`src/rtl/xfer_chan.sv`:
```
module xfer_chan #(
  parameter int ADDR_W     = 16,
  parameter int CNT_W      = 8,
  parameter int ACT_ID     = 0,
  parameter int ACT_ID_MAX = 7
) (
  input  logic              clk,
  input  logic              rst_n,
  input  logic              reg_we,
  input  logic [1:0]        reg_sel,
  input  logic [ADDR_W-1:0] reg_wdata,
  output logic [7:0]        ctrl_o,
  input  logic              act,
  output logic              mem_rd,
  output logic              mem_wr,
  output logic              mem_wide,
  output logic [ADDR_W-1:0] mem_addr,
  input  logic [15:0]       mem_rdata,
  output logic [15:0]       mem_wdata,
  output logic              done,
  output logic              rpt_irq,
  output logic              chain_req
);
  localparam logic CHAIN_OK = (ACT_ID != ACT_ID_MAX);

  typedef enum logic [1:0] {S_IDLE, S_RD, S_LAT, S_WR} st_t;

  st_t              st;
  logic [6:0]       ctl;
  logic [ADDR_W-1:0] src, dst, src_base, dst_base;
  logic [CNT_W-1:0] cnt, len;
  logic             armed;
  logic [15:0]      data_q;

  wire rpt   = ctl[0];
  wire rsel  = ctl[1];
  wire s_inc = ctl[2];
  wire d_inc = ctl[3];
  wire chne  = ctl[4];
  wire rie   = ctl[5];
  wire wide  = ctl[6];

  wire src_rep = rpt & rsel;
  wire dst_rep = rpt & ~rsel;
  wire last    = (cnt == CNT_W'(1));
  wire accept  = (st == S_IDLE) && act && armed;

  wire [ADDR_W-1:0] step = {{(ADDR_W-2){1'b0}}, wide, ~wide};

  wire [ADDR_W-1:0] src_nx = (src_rep && last) ? src_base :
                             (src_rep || s_inc) ? src + step : src;
  wire [ADDR_W-1:0] dst_nx = (dst_rep && last) ? dst_base :
                             (dst_rep || d_inc) ? dst + step : dst;
  wire [CNT_W-1:0]  cnt_nx = last ? (rpt ? len : '0) : cnt - CNT_W'(1);

  assign ctrl_o    = {1'b0, ctl};
  assign mem_rd    = (st == S_RD);
  assign mem_wr    = (st == S_WR);
  assign mem_wide  = wide;
  assign mem_addr  = (st == S_WR) ? dst : src;
  assign mem_wdata = data_q;

  always_ff @(posedge clk or negedge rst_n) begin
    if (!rst_n) begin
      st        <= S_IDLE;
      ctl       <= '0;
      src       <= '0;
      dst       <= '0;
      src_base  <= '0;
      dst_base  <= '0;
      cnt       <= '0;
      len       <= '0;
      armed     <= 1'b0;
      data_q    <= '0;
      done      <= 1'b0;
      rpt_irq   <= 1'b0;
      chain_req <= 1'b0;
    end else begin
      done      <= (st == S_WR) && last && !rpt;
      rpt_irq   <= (st == S_WR) && last && rpt && rie;
      chain_req <= (st == S_WR) && chne && CHAIN_OK;
      case (st)
        S_IDLE: if (accept) st <= S_RD;
        S_RD:   st <= S_LAT;
        S_LAT: begin
          data_q <= wide ? mem_rdata : {8'h00, mem_rdata[7:0]};
          st     <= S_WR;
        end
        S_WR: begin
          src <= src_nx;
          dst <= dst_nx;
          cnt <= cnt_nx;
          if (last && !rpt) armed <= 1'b0;
          st  <= S_IDLE;
        end
        default: st <= S_IDLE;
      endcase
      if (reg_we) begin
        case (reg_sel)
          2'd0: ctl <= reg_wdata[6:0];
          2'd1: begin src <= reg_wdata; src_base <= reg_wdata; end
          2'd2: begin dst <= reg_wdata; dst_base <= reg_wdata; end
          default: begin
            len   <= reg_wdata[CNT_W-1:0];
            cnt   <= reg_wdata[CNT_W-1:0];
            armed <= |reg_wdata[CNT_W-1:0];
          end
        endcase
      end
    end
  end


  rd_then_wr_chk: assert property (@(posedge clk) disable iff (!rst_n)
    mem_wr |-> $past(mem_rd, 2));


  no_rdwr_overlap_chk: assert property (@(posedge clk) disable iff (!rst_n)
    !(mem_rd && mem_wr));


  done_normal_chk: assert property (@(posedge clk) disable iff (!rst_n)
    done |-> $past(mem_wr && !rpt));


  irq_gate_chk: assert property (@(posedge clk) disable iff (!rst_n)
    rpt_irq |-> $past(mem_wr && rpt && rie));


  chain_after_unit_chk: assert property (@(posedge clk) disable iff (!rst_n)
    chain_req |-> $past(mem_wr && chne));


  single_end_pulse_chk: assert property (@(posedge clk) disable iff (!rst_n)
    !(done && rpt_irq));
endmodule

```
`config.mk`:
```
export PLATFORM = sky130hd
export DESIGN_NAME = xfer_chan
export DESIGN_NICKNAME = d
export VERILOG_FILES = /design/src/rtl/xfer_chan.sv
export SDC_FILE = /design/constraint.sdc
export NUM_CORES = 1
export LEC_CHECK = 0
export CAP_MARGIN = 20
export CORE_ASPECT_RATIO = 0.75
export CORE_UTILIZATION = 35
export DETAILED_ROUTE_END_ITERATION = 10
export DONT_BUFFER_PORTS = 1
export PLACE_DENSITY = 0.49
export SYNTH_ARGS = -nofsm -noshare
export SYNTH_HDL_FRONTEND = slang
export SYNTH_SLANG_ARGS = --single-unit
export TNS_END_PERCENT = 30
```
`constraint.sdc`:
```
create_clock -name clk -period 4 [get_ports clk]
set_clock_uncertainty 0.05 [all_clocks]
set_input_delay 0.6 -clock clk [delete_from_list [all_inputs] [get_ports clk]]
set_output_delay 0.6 -clock clk [all_outputs]
set_load 0.005 [all_outputs]
```
* After elaboration in Yosys (flattened, before gate mapping)
Index checks and enable logic that the tools add are counted.
** Operators by class
- $add $sub $neg :: 3
- Equality and inequality tests :: 7
- Mux-type cells :: 23
- Bitwise gates (word level) :: 5
- Reductions and logical operators :: 21
** Operator list (number)
- two-way mux 16 bit :: 12
- two-way mux 8 bit :: 5
- adder 16 x 2 -> 16 bit :: 2
- logical AND 1 bit :: 10
- == test 8 x 1 -> 1 bit (second input constant) :: 1
- case mux 2 bit (4 select lines) :: 1
- AND reduction 2 bit :: 4
- OR reduction 8 bit :: 1
- subtractor 8 x 1 -> 8 bit (second input constant) :: 1
- == test 2 bit (second input constant) :: 3
- == test 2 x 1 -> 1 bit (second input constant) :: 2
- logical NOT 2 bit :: 2
- two-way mux 1 bit :: 4
- inverter 1 bit :: 3
- OR reduction 3 bit :: 1
- bitwise AND 1 bit :: 2
- logical OR 1 bit :: 2
- two-way mux 2 bit :: 1
- != test 2 bit (second input constant) :: 1
- logical NOT 1 bit :: 1
** Storage, ports and cells
- Register bits after elaboration :: 109
- Input port bits :: 38
- Output and inout port bits :: 46
- Word-level logic and storage cells :: 72

* Logic depth before layout (Yosys ltp)
- Word-level depth :: 8
- Gate-level depth with buffers :: 9
- Mapped depth without buffers :: 9

* Worst setup path after synthesis
No wires, ideal clock.
- Path kind :: register to register
- Start point :: register ctl[6]
- End point :: register dst[14]
- Arrival :: 2.581 ns
- Data required time :: 3.828 ns
- Path slack :: 1.247 ns
- Stages on the path, launching flop included :: 10
- Path buffers :: 0
- Cell sequence :: dfrtp_1 -> inv_1 -> ha_1 -> inv_1 -> fa_1 -> inv_1 -> o2111ai_2 -> or3_1 -> or4_1 -> a32o_1
** On the way
- Cells in the longest elaborated chain, start to end :: 7
** Ends and longest elaborated chain
- start: declaration :: line 29 : logic [6:0] ctl;
- start signal: assignment :: line 100 : 2'd0: ctl <= reg_wdata[6:0];
- inverter 1 bit :: line 48 : wire [ADDR_W-1:0] step = {{(ADDR_W-2){1'b0}}, wide, ~wide};
- adder 16 x 2 -> 16 bit (*) :: line 53 : (dst_rep || d_inc) ? dst + step : dst;
- two-way mux 16 bit (*) :: line 53
- two-way mux 16 bit (*) :: line 52 : wire [ADDR_W-1:0] dst_nx = (dst_rep && last) ? dst_base :
- two-way mux 16 bit (*) :: line 82 : case (st)
- two-way mux 16 bit :: line 99 : case (reg_sel)
- two-way mux 16 bit (*) :: line 98 : if (reg_we) begin
- end signal: assignment :: line 91 : dst <= dst_nx;
- end signal: assignment :: line 102 : 2'd2: begin dst <= reg_wdata; dst_base <= reg_wdata; end
- end: declaration :: line 30 : logic [ADDR_W-1:0] src, dst, src_base, dst_base;
Mark *: on every way between the ends. The rest lies on a longest branch, timed or not.
A chain may end at the register's enable or synchronous reset.

* Final worst setup path
Ends and elaborated chain as after synthesis.

==> impl_metrics.csv <==
group,metric,value,unit
sta,min_period,3.07,ns
final_layout,num-nets-final,703,
logic_synthesis,syn-num-nets,724,
sta,worst_slew_pin_slew,0.915,ns
final_layout,final_cell_mix,"nand2_1 (160), dfrtp_1 (109), o21ai_0 (45)",
route,drtIter0Drc,246,
die,design.die.area,17500,um2
die,die_x,153,um
global_routing,grt_pass1_wl,26700,um
die,io_pins,84,
cts,cts_resized,0,
final_layout,area_growth_syn_to_layout,8.20,%
cts,cts.sinks,109,
critical_path,crit_arrival,3.26,ns
sta,slew_headroom,39.0,%
critical_path,cp_slowest_stage_delay,0.48,ns
cts,cts-root-buf,"clkbuf_16",
logic_synthesis,netlist_area,5950,um2
outcome,violations,"design-rule violations",
route,drc,5,
run,max-cap-violations,0,
power_and_ir_drop,vdd_drop_max,0.294,mV
cts,clockBufferDepth,2,
critical_path,crit_fanout,9,
logic_synthesis,synth-edff-count,0,
final_layout,fin_util,39.5,%
placement,hpwlAfterDp,11400,um
logic_synthesis,synth_warnings,0,
sta,finalSetupViolCount,0,
global_routing,grt_max_degree,110,
outcome,outcome,"finished with violations",
route,ant_nets,0,
sta,fmax,326,MHz
final_layout,antenna-diode-count,0,
die,start_util,36.5,%
critical_path,critical_path_class,"flip-flop to flip-flop",
critical_path,rrSetupSlack,0.93,ns
critical_path,required,4.20,ns
sta,finalWorstSetupSlack,0.932,ns
sta,tns,0,ns
global_routing,grt.total_usage,19.8,%
global_routing,first_global_vias,4893,
route,drt-total-wl,16900,um
die,die_height,115,um
cts,cts_max_level,3,
die,rows,40,
cts,clk_pin_slew,0.08,ns
critical_path,reg2reg_depth,10,
sta,drv_slew,0,
logic_synthesis,synthArstFlopShare,100,%
worst_hold_path,hp-class,"input port to asynchronous set/reset pin",
critical_path,r2r_start,"ctl[6]",
cts,cts_tree,"built",
sta,hold_violations,0,
final_layout,mostFrequentLayoutCell,"nand2_1",
power_and_ir_drop,p_per_area,590,nW/um2
placement,gp_congestion,0.815,
placement,dp.cells,849,
placement,pre_cts_slack,0.933,ns
final_layout,drive_above_1_share,10.5,%
global_routing,gr-total-overflow,0,
logic_synthesis,syn_avg_cell_area,8.84,um2
logic_synthesis,syn_inst,673,
logic_synthesis,ys_ff_latch,109,
power_and_ir_drop,leakagePower,2.83,nW
global_routing,antenna_found_initial,0,
cts,cts_buffers,9,
final_layout,stdcell_area,6440,um2
critical_path,critPathLaunchType,"flip-flop",
critical_path,worst_r2r_endpoint,"dst[14]",
critical_path,setup.worst_path.end_class,"flip-flop",
critical_path,slowest_stage,"dfrtp_1",
placement,io_buffers,0,
route,viasPerCell,5.76,
placement,place_area,6100,um2
logic_synthesis,yosysUniqueCellTypes,66,
sta,timing.hold.ws,0.128,ns
critical_path,path_cells,"inv_1 > ha_1 > inv_1 > fa_1 > inv_1 > o2111ai_2 > buf_4 > or3_1 > or4_1 > a32o_1",
route,wire_per_inst,19.5,um
route,first_pass_iters,10,
sta,period_share,76.7,%
logic_synthesis,seq_area_frac_synth,45.8,%
sta,grt_setup_unrepaired,"false",
cts,clk_latency,0.36,ns
route,vias,4995,
power_and_ir_drop,finalPower,3.80,mW
critical_path,cpMostUsedCell,"inv_1",
die,fp.coreArea,16300,um2
logic_synthesis,synth_ff_type,"dfrtp_1",
final_layout,stdcell_count,867,
cell usage after synthesis, types with 3 or more instances:
cell type	number	area (um2)
nand2_1	160	601
dfrtp_1	109	2730
o21ai_0	45	225
a21oi_1	31	155
nor2_1	30	113
clkbuf_1	27	101
mux2_2	26	293
o31ai_1	26	195
inv_1	25	93.8
nor3_1	16	80.1
nand3_1	14	70.1
a21o_1	11	82.6
a31oi_1	11	68.8
ha_1	11	138
or3_1	10	62.6
buf_2	9	45.0
nand2b_1	7	43.8
o21a_1	7	52.6
mux2i_1	6	60.1
nand4_1	6	37.5
and3_1	5	31.3
or4_1	5	37.5
a211oi_1	4	30.0
buf_1	4	15.0
nor4_1	4	25.0
o22ai_1	4	25.0
and2_1	3	18.8
nor2b_1	3	18.8
nor3b_1	3	22.5
nor4b_1	3	26.3
repair_timing:
item / 4_1_cts / 5_1_grt
buffers inserted: 0 / 0
hold buffers: 1 / 0
endpoints found under the hold margin: 109 / 0
area by class of cell:
cell class	count	area [um2]
clock buffer	9	225
clock inverter	7	71.3
fill	1657	9880
inverter	25	93.8
multi-input combinational	495	2940
sequential	109	2730
tap	210	263
timing repair buffer	12	118
worst max path at each step:
stage	from	end	cells past startpoint
3_3_place_gp	ctl[6]	dst[14]	10
3_5_place_dp	ctl[6]	dst[14]	10
4_1_cts	ctl[6]	dst[14]	10
2_1_floorplan	ctl[6]	dst[14]	9
6_report	ctl[6]	dst[14]	10
5_1_grt	ctl[6]	dst[14]	10
power breakdown:
| part | internal (mW) | switching [mW] | total, mW |
|---|---|---|---|
| Combinational | 0.499 | 0.715 | 1.21 |
| Sequential | 1.37 | 0.287 | 1.66 |
| Clock | 0.447 | 0.475 | 0.922 |
| Total | 2.32 | 1.48 | 3.80 |
flip-flops by register name, indices dropped and copies added (netlist names), 2 cells and up:
signal,count
len,8
cnt,8
ctl,7
dst,16
st,2
src,16
mem_wdata,16
dst_base,16
src_base,16
kinds of logic (layout without fill, tap and decap cells):
group | Yosys count | in the layout | share of synthesized area (%)
and+or+nand+nor | 284 | 284 | 22.2
buffers and inverters | 69 | 53 | 4.92
DFF | 109 | 109 | 45.8
other | 1 | 1 | 0.0630
muxes | 32 | 32 | 5.93
AOI/OAI and AO/OA | 165 | 165 | 18.0
adders and majority gates | 13 | 13 | 2.99
metal layers:
layer  global-route usage, %  routed length [um]  vias up
met5                       0                   0        -
met4                    7.14                 365        0
met3                    5.01                1130       26
met2                    32.0                7630      168
met1                    26.0                7790     2483
li1                        -                   -     2318
critical path: cells and delay by family, from the launching register on:
kind | cells | cell delay (ns)
AO/OA/AOI/OAI | 2 | 0.39
adder cells (fa/ha/maj) | 2 | 0.60
flip-flops | 1 | 0.48
AND/OR/NAND/NOR | 2 | 0.83
buffers and inverters | 4 | 0.60
Note: power is estimated with default switching activity, not from simulation.
